File: src/rtl/modem_ctl_pkg.sv
package modem_ctl_pkg;
  localparam int unsigned MCR_W    = 8;
  localparam int unsigned RTS_BIT  = 1;
  localparam int unsigned OUT2_BIT = 3;
  localparam int unsigned SYNC_N   = 2;
  typedef logic [MCR_W-1:0] mcr_t;
  localparam mcr_t MCR_RST = '0;
endpackage

File: src/rtl/mcr_reg.sv
module mcr_reg
  import modem_ctl_pkg::*;
(
  input  logic clk_i,
  input  logic rst_ni,
  input  logic clr_i,
  input  logic we_i,
  input  mcr_t wdata_i,
  output mcr_t mcr_o
);
  mcr_t mcr_q;

  // soft clear beats a write on the same edge
  always_ff @(posedge clk_i or negedge rst_ni) begin
    if (!rst_ni)    mcr_q <= MCR_RST;
    else if (clr_i) mcr_q <= MCR_RST;
    else if (we_i)  mcr_q <= wdata_i;
  end

  assign mcr_o = mcr_q;
endmodule

File: src/rtl/lp_exit_det.sv
module lp_exit_det (
  input  logic clk_i,
  input  logic rst_ni,
  input  logic lp_i,
  output logic exit_o
);
  logic lp_q;

  always_ff @(posedge clk_i or negedge rst_ni) begin
    if (!rst_ni) lp_q <= 1'b0;
    else         lp_q <= lp_i;
  end

  assign exit_o = lp_q & ~lp_i;
endmodule

File: src/rtl/ri_edge.sv
module ri_edge #(
  parameter int unsigned STAGES = 2
) (
  input  logic clk_i,
  input  logic rst_ni,
  input  logic clr_i,
  input  logic ri_ni,
  input  logic rd_i,
  output logic flag_o
);
  localparam int unsigned LAST = STAGES - 1;

  logic [STAGES-1:0] sync_q;
  logic              prev_q;
  logic              flag_q;
  logic              rise;

  // synchroniser stages reset to the idle (high) level of the line
  for (genvar g = 0; g < STAGES; g++) begin : g_sync
    logic d;
    if (g == 0) begin : g_first
      assign d = ri_ni;
    end else begin : g_next
      assign d = sync_q[g-1];
    end
    always_ff @(posedge clk_i or negedge rst_ni) begin
      if (!rst_ni)    sync_q[g] <= 1'b1;
      else if (clr_i) sync_q[g] <= 1'b1;
      else            sync_q[g] <= d;
    end
  end

  assign rise = sync_q[LAST] & ~prev_q;

  always_ff @(posedge clk_i or negedge rst_ni) begin
    if (!rst_ni) begin
      prev_q <= 1'b1;
      flag_q <= 1'b0;
    end else if (clr_i) begin
      prev_q <= 1'b1;
      flag_q <= 1'b0;
    end else begin
      prev_q <= sync_q[LAST];
      if (rise)      flag_q <= 1'b1;  // new event wins over a read
      else if (rd_i) flag_q <= 1'b0;
    end
  end

  assign flag_o = flag_q;
endmodule

File: src/rtl/out_gate.sv
module out_gate
  import modem_ctl_pkg::*;
(
  input  mcr_t mcr_i,
  input  logic irq_req_i,
  input  logic ms_flag_i,
  input  logic ms_ie_i,
  output logic rts_no,
  output logic op2_no,
  output logic irq_o,
  output logic irq_oe_o
);
  assign rts_no   = ~mcr_i[RTS_BIT];
  assign op2_no   = ~mcr_i[OUT2_BIT];
  assign irq_oe_o =  mcr_i[OUT2_BIT];
  assign irq_o    = irq_req_i | (ms_flag_i & ms_ie_i);
endmodule

File: src/rtl/modem_ctl_gate.sv
module modem_ctl_gate
  import modem_ctl_pkg::*;
#(
  parameter int unsigned SYNC_STAGES = SYNC_N
) (
  input  logic             clk_i,
  input  logic             rst_ni,
  input  logic             lp_i,
  input  logic             mcr_we_i,
  input  logic [MCR_W-1:0] mcr_wdata_i,
  input  logic             irq_req_i,
  input  logic             ms_ie_i,
  input  logic             ms_rd_i,
  input  logic             ri_ni,
  output logic             rts_no,
  output logic             op2_no,
  output logic             irq_o,
  output logic             irq_oe_o,
  output logic             ri_chg_o
);
  logic soft_clr;
  mcr_t mcr;
  logic ri_flag;

  lp_exit_det u_lp (
    .clk_i  (clk_i),
    .rst_ni (rst_ni),
    .lp_i   (lp_i),
    .exit_o (soft_clr)
  );

  mcr_reg u_mcr (
    .clk_i   (clk_i),
    .rst_ni  (rst_ni),
    .clr_i   (soft_clr),
    .we_i    (mcr_we_i),
    .wdata_i (mcr_wdata_i),
    .mcr_o   (mcr)
  );

  ri_edge #(.STAGES(SYNC_STAGES)) u_ri (
    .clk_i  (clk_i),
    .rst_ni (rst_ni),
    .clr_i  (soft_clr),
    .ri_ni  (ri_ni),
    .rd_i   (ms_rd_i),
    .flag_o (ri_flag)
  );

  out_gate u_out (
    .mcr_i     (mcr),
    .irq_req_i (irq_req_i),
    .ms_flag_i (ri_flag),
    .ms_ie_i   (ms_ie_i),
    .rts_no    (rts_no),
    .op2_no    (op2_no),
    .irq_o     (irq_o),
    .irq_oe_o  (irq_oe_o)
  );

  assign ri_chg_o = ri_flag;
endmodule

File: config.mk
export PLATFORM = sky130hd
export DESIGN_NAME = modem_ctl_gate
export DESIGN_NICKNAME = d
export VERILOG_FILES = /design/src/rtl/modem_ctl_pkg.sv /design/src/rtl/mcr_reg.sv /design/src/rtl/lp_exit_det.sv /design/src/rtl/ri_edge.sv /design/src/rtl/out_gate.sv /design/src/rtl/modem_ctl_gate.sv
export SDC_FILE = /design/constraint.sdc
export NUM_CORES = 1
export LEC_CHECK = 0
export BUFFER_PORTS_ARGS = -buffer_cell sky130_fd_sc_hd__buf_2
export CELL_PAD_IN_SITES_DETAIL_PLACEMENT = 0
export CELL_PAD_IN_SITES_GLOBAL_PLACEMENT = 1
export CORE_AREA = 2 2 39 41
export DETAILED_ROUTE_END_ITERATION = 8
export DIE_AREA = 0 0 41 43
export PLACE_DENSITY = 0.6
export SLEW_MARGIN = 10
export SYNTH_ARGS = -nofsm -noshare
export SYNTH_HDL_FRONTEND = slang
export SYNTH_SLANG_ARGS = --single-unit
File: constraint.sdc
create_clock -name clk_i -period 1.1 [get_ports clk_i]
set_clock_uncertainty 0.1 [all_clocks]
set_input_delay 0.165 -clock clk_i [delete_from_list [all_inputs] [get_ports clk_i]]
set_output_delay 0.165 -clock clk_i [all_outputs]
set_load 0.02 [all_outputs]
# Word level (Yosys, flattened, before mapping)
# Cells that the tools add are included.
[word_totals] wordCells=24 regBits=9 output_inout_bits=5 inputBits=16
[op_classes] mux=8 n_reduce_logical=2 n_bitwise=8
[op_table] op="4-bit 2-to-1 mux" count=2
[op_table] op="1-bit 2-to-1 mux" count=6
[op_table] op="1-bit NOT" count=4
[op_table] op="1-bit bitwise AND" count=3
[op_table] op="3-bit nonzero test" count=1
[op_table] op="2-bit nonzero test" count=1
[op_table] op="1-bit OR" count=1

# Logic depth before layout (Yosys ltp)
[logic_depth] word_depth=4 ltp_mapped=2 mapped_depth_nobuf=2

# By module
# From an unflattened synthesis, not the netlist that was laid out.
[unflattened] cells_unflattened=42 area_unflattened_um2=538.0
[modules_own_cells] mod="mcr_reg" n_inst=1 area_each_um2=325.3 seq_area_each_um2=200.2 cells_per_inst=26
[modules_own_cells] mod="ri_edge" n_inst=1 area_each_um2=151.4 seq_area_each_um2=103.8 cells_per_inst=10
[modules_own_cells] mod="lp_exit_det" n_inst=1 area_each_um2=38.8 seq_area_each_um2=25.0 cells_per_inst=2
[modules_own_cells] mod="out_gate" n_inst=1 area_each_um2=22.5 seq_area_each_um2=0.0 cells_per_inst=4

# Worst setup path before layout
# OpenSTA, ideal clock, no wires.
[synth_path] path_kind="register to output" from="reg u_ri.flag_q (netlist: u_ri.flag_o)" to="out irq_o" stages_incl_launch_ff=2 path_buffers=0 path_slack_ns=0.125 required_ns=0.835 arrival_time_ns=0.710 path_cell_list="dfrtp_1 -> a21o_1"
[synth_between] elab_chain_len=2
[synth_rtl] item="from (decl)" line_no="ri_edge.sv:15" text="logic flag_q;"
[synth_rtl] item="from (signal assigned)" line_no="ri_edge.sv:38" text="flag_q <= 1'b0;"
[synth_rtl] item="from (signal assigned)" line_no="ri_edge.sv:41" text="flag_q <= 1'b0;"
[synth_rtl] item="from (signal assigned)" line_no="ri_edge.sv:44" text="if (rise) flag_q <= 1'b1;"
[synth_rtl] item="1-bit bitwise AND" line_no="out_gate.sv:16" text="assign irq_o = irq_req_i | (ms_flag_i & ms_ie_i);"
[synth_rtl] item="1-bit OR" line_no="out_gate.sv:16"
[synth_rtl] item="to (decl)" line_no="modem_ctl_gate.sv:17" text="output logic irq_o,"
# No other way between the ends.

# Final worst setup path
# Same ends and word-level chain as after synthesis.

==> run summary <==
Status: finished with violations
Violated checks: negative setup slack
Top cells by count, synth: 6 x nand2b_1, 4 x dfrtp_1, 3 x dfstp_2
Startpoint Class: flip-flop
Hold depth: 3
Port Buf Inserts: 14
Number of detailed-route iterations in the first pass: 2
Multi-input gate area: 96.3 um^2
Core ar.: 1380 um^2
Share of cells above drive strength 1: 60.0%
Initial antenna violation count: 0
Worst hold margin: 0.0709 ns
CTS buffer count: 3
Post-DRT Antenna Nets: 0
Die Area: 1760 um^2
Synth area leader: dfrtp_1
Synth Area per Inst: 12.9 um^2
Post-Synthesis Cells: 22
Reg-to-Reg Start: u_mcr.mcr_o[1]
Core Rows: 14
Count of non-filler cells in the finished layout: 61
Critical Path End Type: output port
CP required: 0.83 ns
Fin worst setup slack: -0.0797 ns
Number of DRC markers in iteration 0: 2
CTS tree: yes
Tcrit/Tclk final: 107%
Drt via density: 3.89
CTS H-Tree Depth: 1
Hold Path Class: primary input to flip-flop
GRT Total Usage: 8.92%
R2R setup slack: 0.19 ns
Register bit total from synthesis: 7
ANT cells: 0
Final Max Slew Viols: 0
Final Critical Period: 1.18 ns
Number of global-route vias before repair: 262
Register area: 179 um^2
DP HPWL: 412 um
Reg2Reg Depth: 3
PD cells: 1400 nW/um^2
Post-route cell area: 475 um^2
Async SR Flop Fraction: 100%
Hold Path End: u_mcr.mcr_o[1]
GRT Residual Overflow: 0
FMAX: 848 MHz
Clock-pin slew on the worst setup and hold paths: 0.05 ns
Clk_lat worst skew: 0.25 ns
Cells after DPL: 52
FF-to-FF End: u_mcr.mcr_o[1]
Hold path start: mcr_wdata_i[1]
Area contributors post-synth: dfrtp_1 35%, dfstp_2 28%, nand2b_1 13%
CP Max Fanout: 2
# fillers: 150
Synthesized area: 283 um^2
Root Buffer: clkbuf_4
Top Ports: 21
Die Wd: 41 um
Clock buffer depth: 2
P&R area growth vs syn: 68.1%
Post-synth EDFFs: 0
Netlist cell types: 9
Total of warnings raised by yosys: 0
Most used DFF post-synth: dfrtp_1
Final Hold Fails: 0
Wirelength per Cell: 10.0 um
Dpl cell area: 373 um^2
Most frequent cell after synthesis: nand2b_1
Die Ht: 43 um
CP Class: flip-flop to output port
Drt drc: 0
Worst slew margin: 87.2%
Final setup vio count: 3
Worst EP arrival: 0.91 ns
GP Congestion: 0.560
Clock tree sinks: 7
RSZ-0062 raised after global routing: true
Via count: 237
Top-area cell type share of the netlist area: 35.4%
LEAKAGE: 0.234 nW
NumNets Final: 62
Final core occ: 34.4%
Syn Nets: 38
Final WL: 611 um
Worst Tran Pin Value: 0.187 ns
Initial Utilization: 20.4%
VDD IR max: 0.546 mV
First-pass GRT wire length: 952 um
Largest net degree at the start of global routing: 8
Max cap viols: 0
Post-synthesis sequential area ratio: 63.3%
[report_power, final]
part	internal, mW	switching (mW)
registers	0.282	0.0105
clock network	0.139	0.0982
logic	0.0758	0.0585
[worst max-delay path by stage]
stage          slack [ns]   startpoint  cells past startpoint     to
6_report            -0.08  u_ri.flag_o                      2  irq_o
3_3_place_gp         0.15  u_ri.flag_o                      2  irq_o
2_1_floorplan        0.12  u_ri.flag_o                      1  irq_o
5_1_grt             -0.12  u_ri.flag_o                      2  irq_o
3_5_place_dp         0.14  u_ri.flag_o                      2  irq_o
4_1_cts             -0.09  u_ri.flag_o                      2  irq_o
[per-layer routing]
metal	vias up	wire length, um	share of wire [%]	global-route usage (%)
met5	-	0	0	0
met3	0	51	8.3	4.71
met2	11	325	53	13.8
met4	0	0	0	8.00
met1	109	234	38	7.62
li1	117	-	-	-
[layout make-up]
type | instances | share of cell area (%)
timing repair buffer | 19 | 30.8
clock buffer | 4 | 5.53
tap | 16 | 4.21
multi-input combinational | 13 | 20.3
sequential | 7 | 37.6
inverter | 2 | 1.58
[what timing repair did]
item                                    in CTS  in global routing
endpoints found under the hold margin        9                  0
resized for setup                            7                  4
endpoints found under the setup margin       3                  5
pin swaps                                    1                  0
setup buffers                                1                  1
hold buffers                                 3                  0
[sequential cells by signal (all words and copies together), names as in the netlist]
signal / cells
u_ri.prev_q: 1
u_ri.flag_o: 1
u_ri.g_sync.d: 1
u_ri.sync_q: 1
u_lp.lp_q: 1
u_mcr.mcr_o: 2
[cells in the final DEF, fill, tap and decap left out]
cell / n
buf_2: 9
nand2b_1: 6
buf_6: 5
dfrtp_1: 4
clkbuf_4: 3
dlygate4sd3_1: 3
dfstp_2: 3
mux2i_1: 2
nor2_2: 2
buf_4: 2
inv_1: 1
inv_2: 1
a21o_1: 1
and2b_4: 1
a21oi_2: 1
clkbuf_1: 1
[cells by family (layout without fill, tap and decap cells)]
group,after synthesis,after routing,share of synthesized area (%)
compound gates,2,2,5.75
buf+inv,2,25,2.66
flops,7,7,63.3
mux,2,2,7.08
simple gates,9,9,21.2
[worst max-delay path, stage by stage, from the launching register on]
cell,delay (ns)
dfrtp_1,0.37
a21o_1,0.17
buf_6,0.13
[metrics by stage]
stage,worst slack [ns],total power [mW],setup TNS (ns)
global route,-0.125,0.715,-0.288
floorplan,0.125,0.348,0
CTS,-0.0897,0.663,-0.152
finish,-0.0797,0.664,-0.125
global placement,0.149,0.387,0
detailed placement,0.142,0.391,0
No activity file was read; power rests on OpenSTA's default activity.
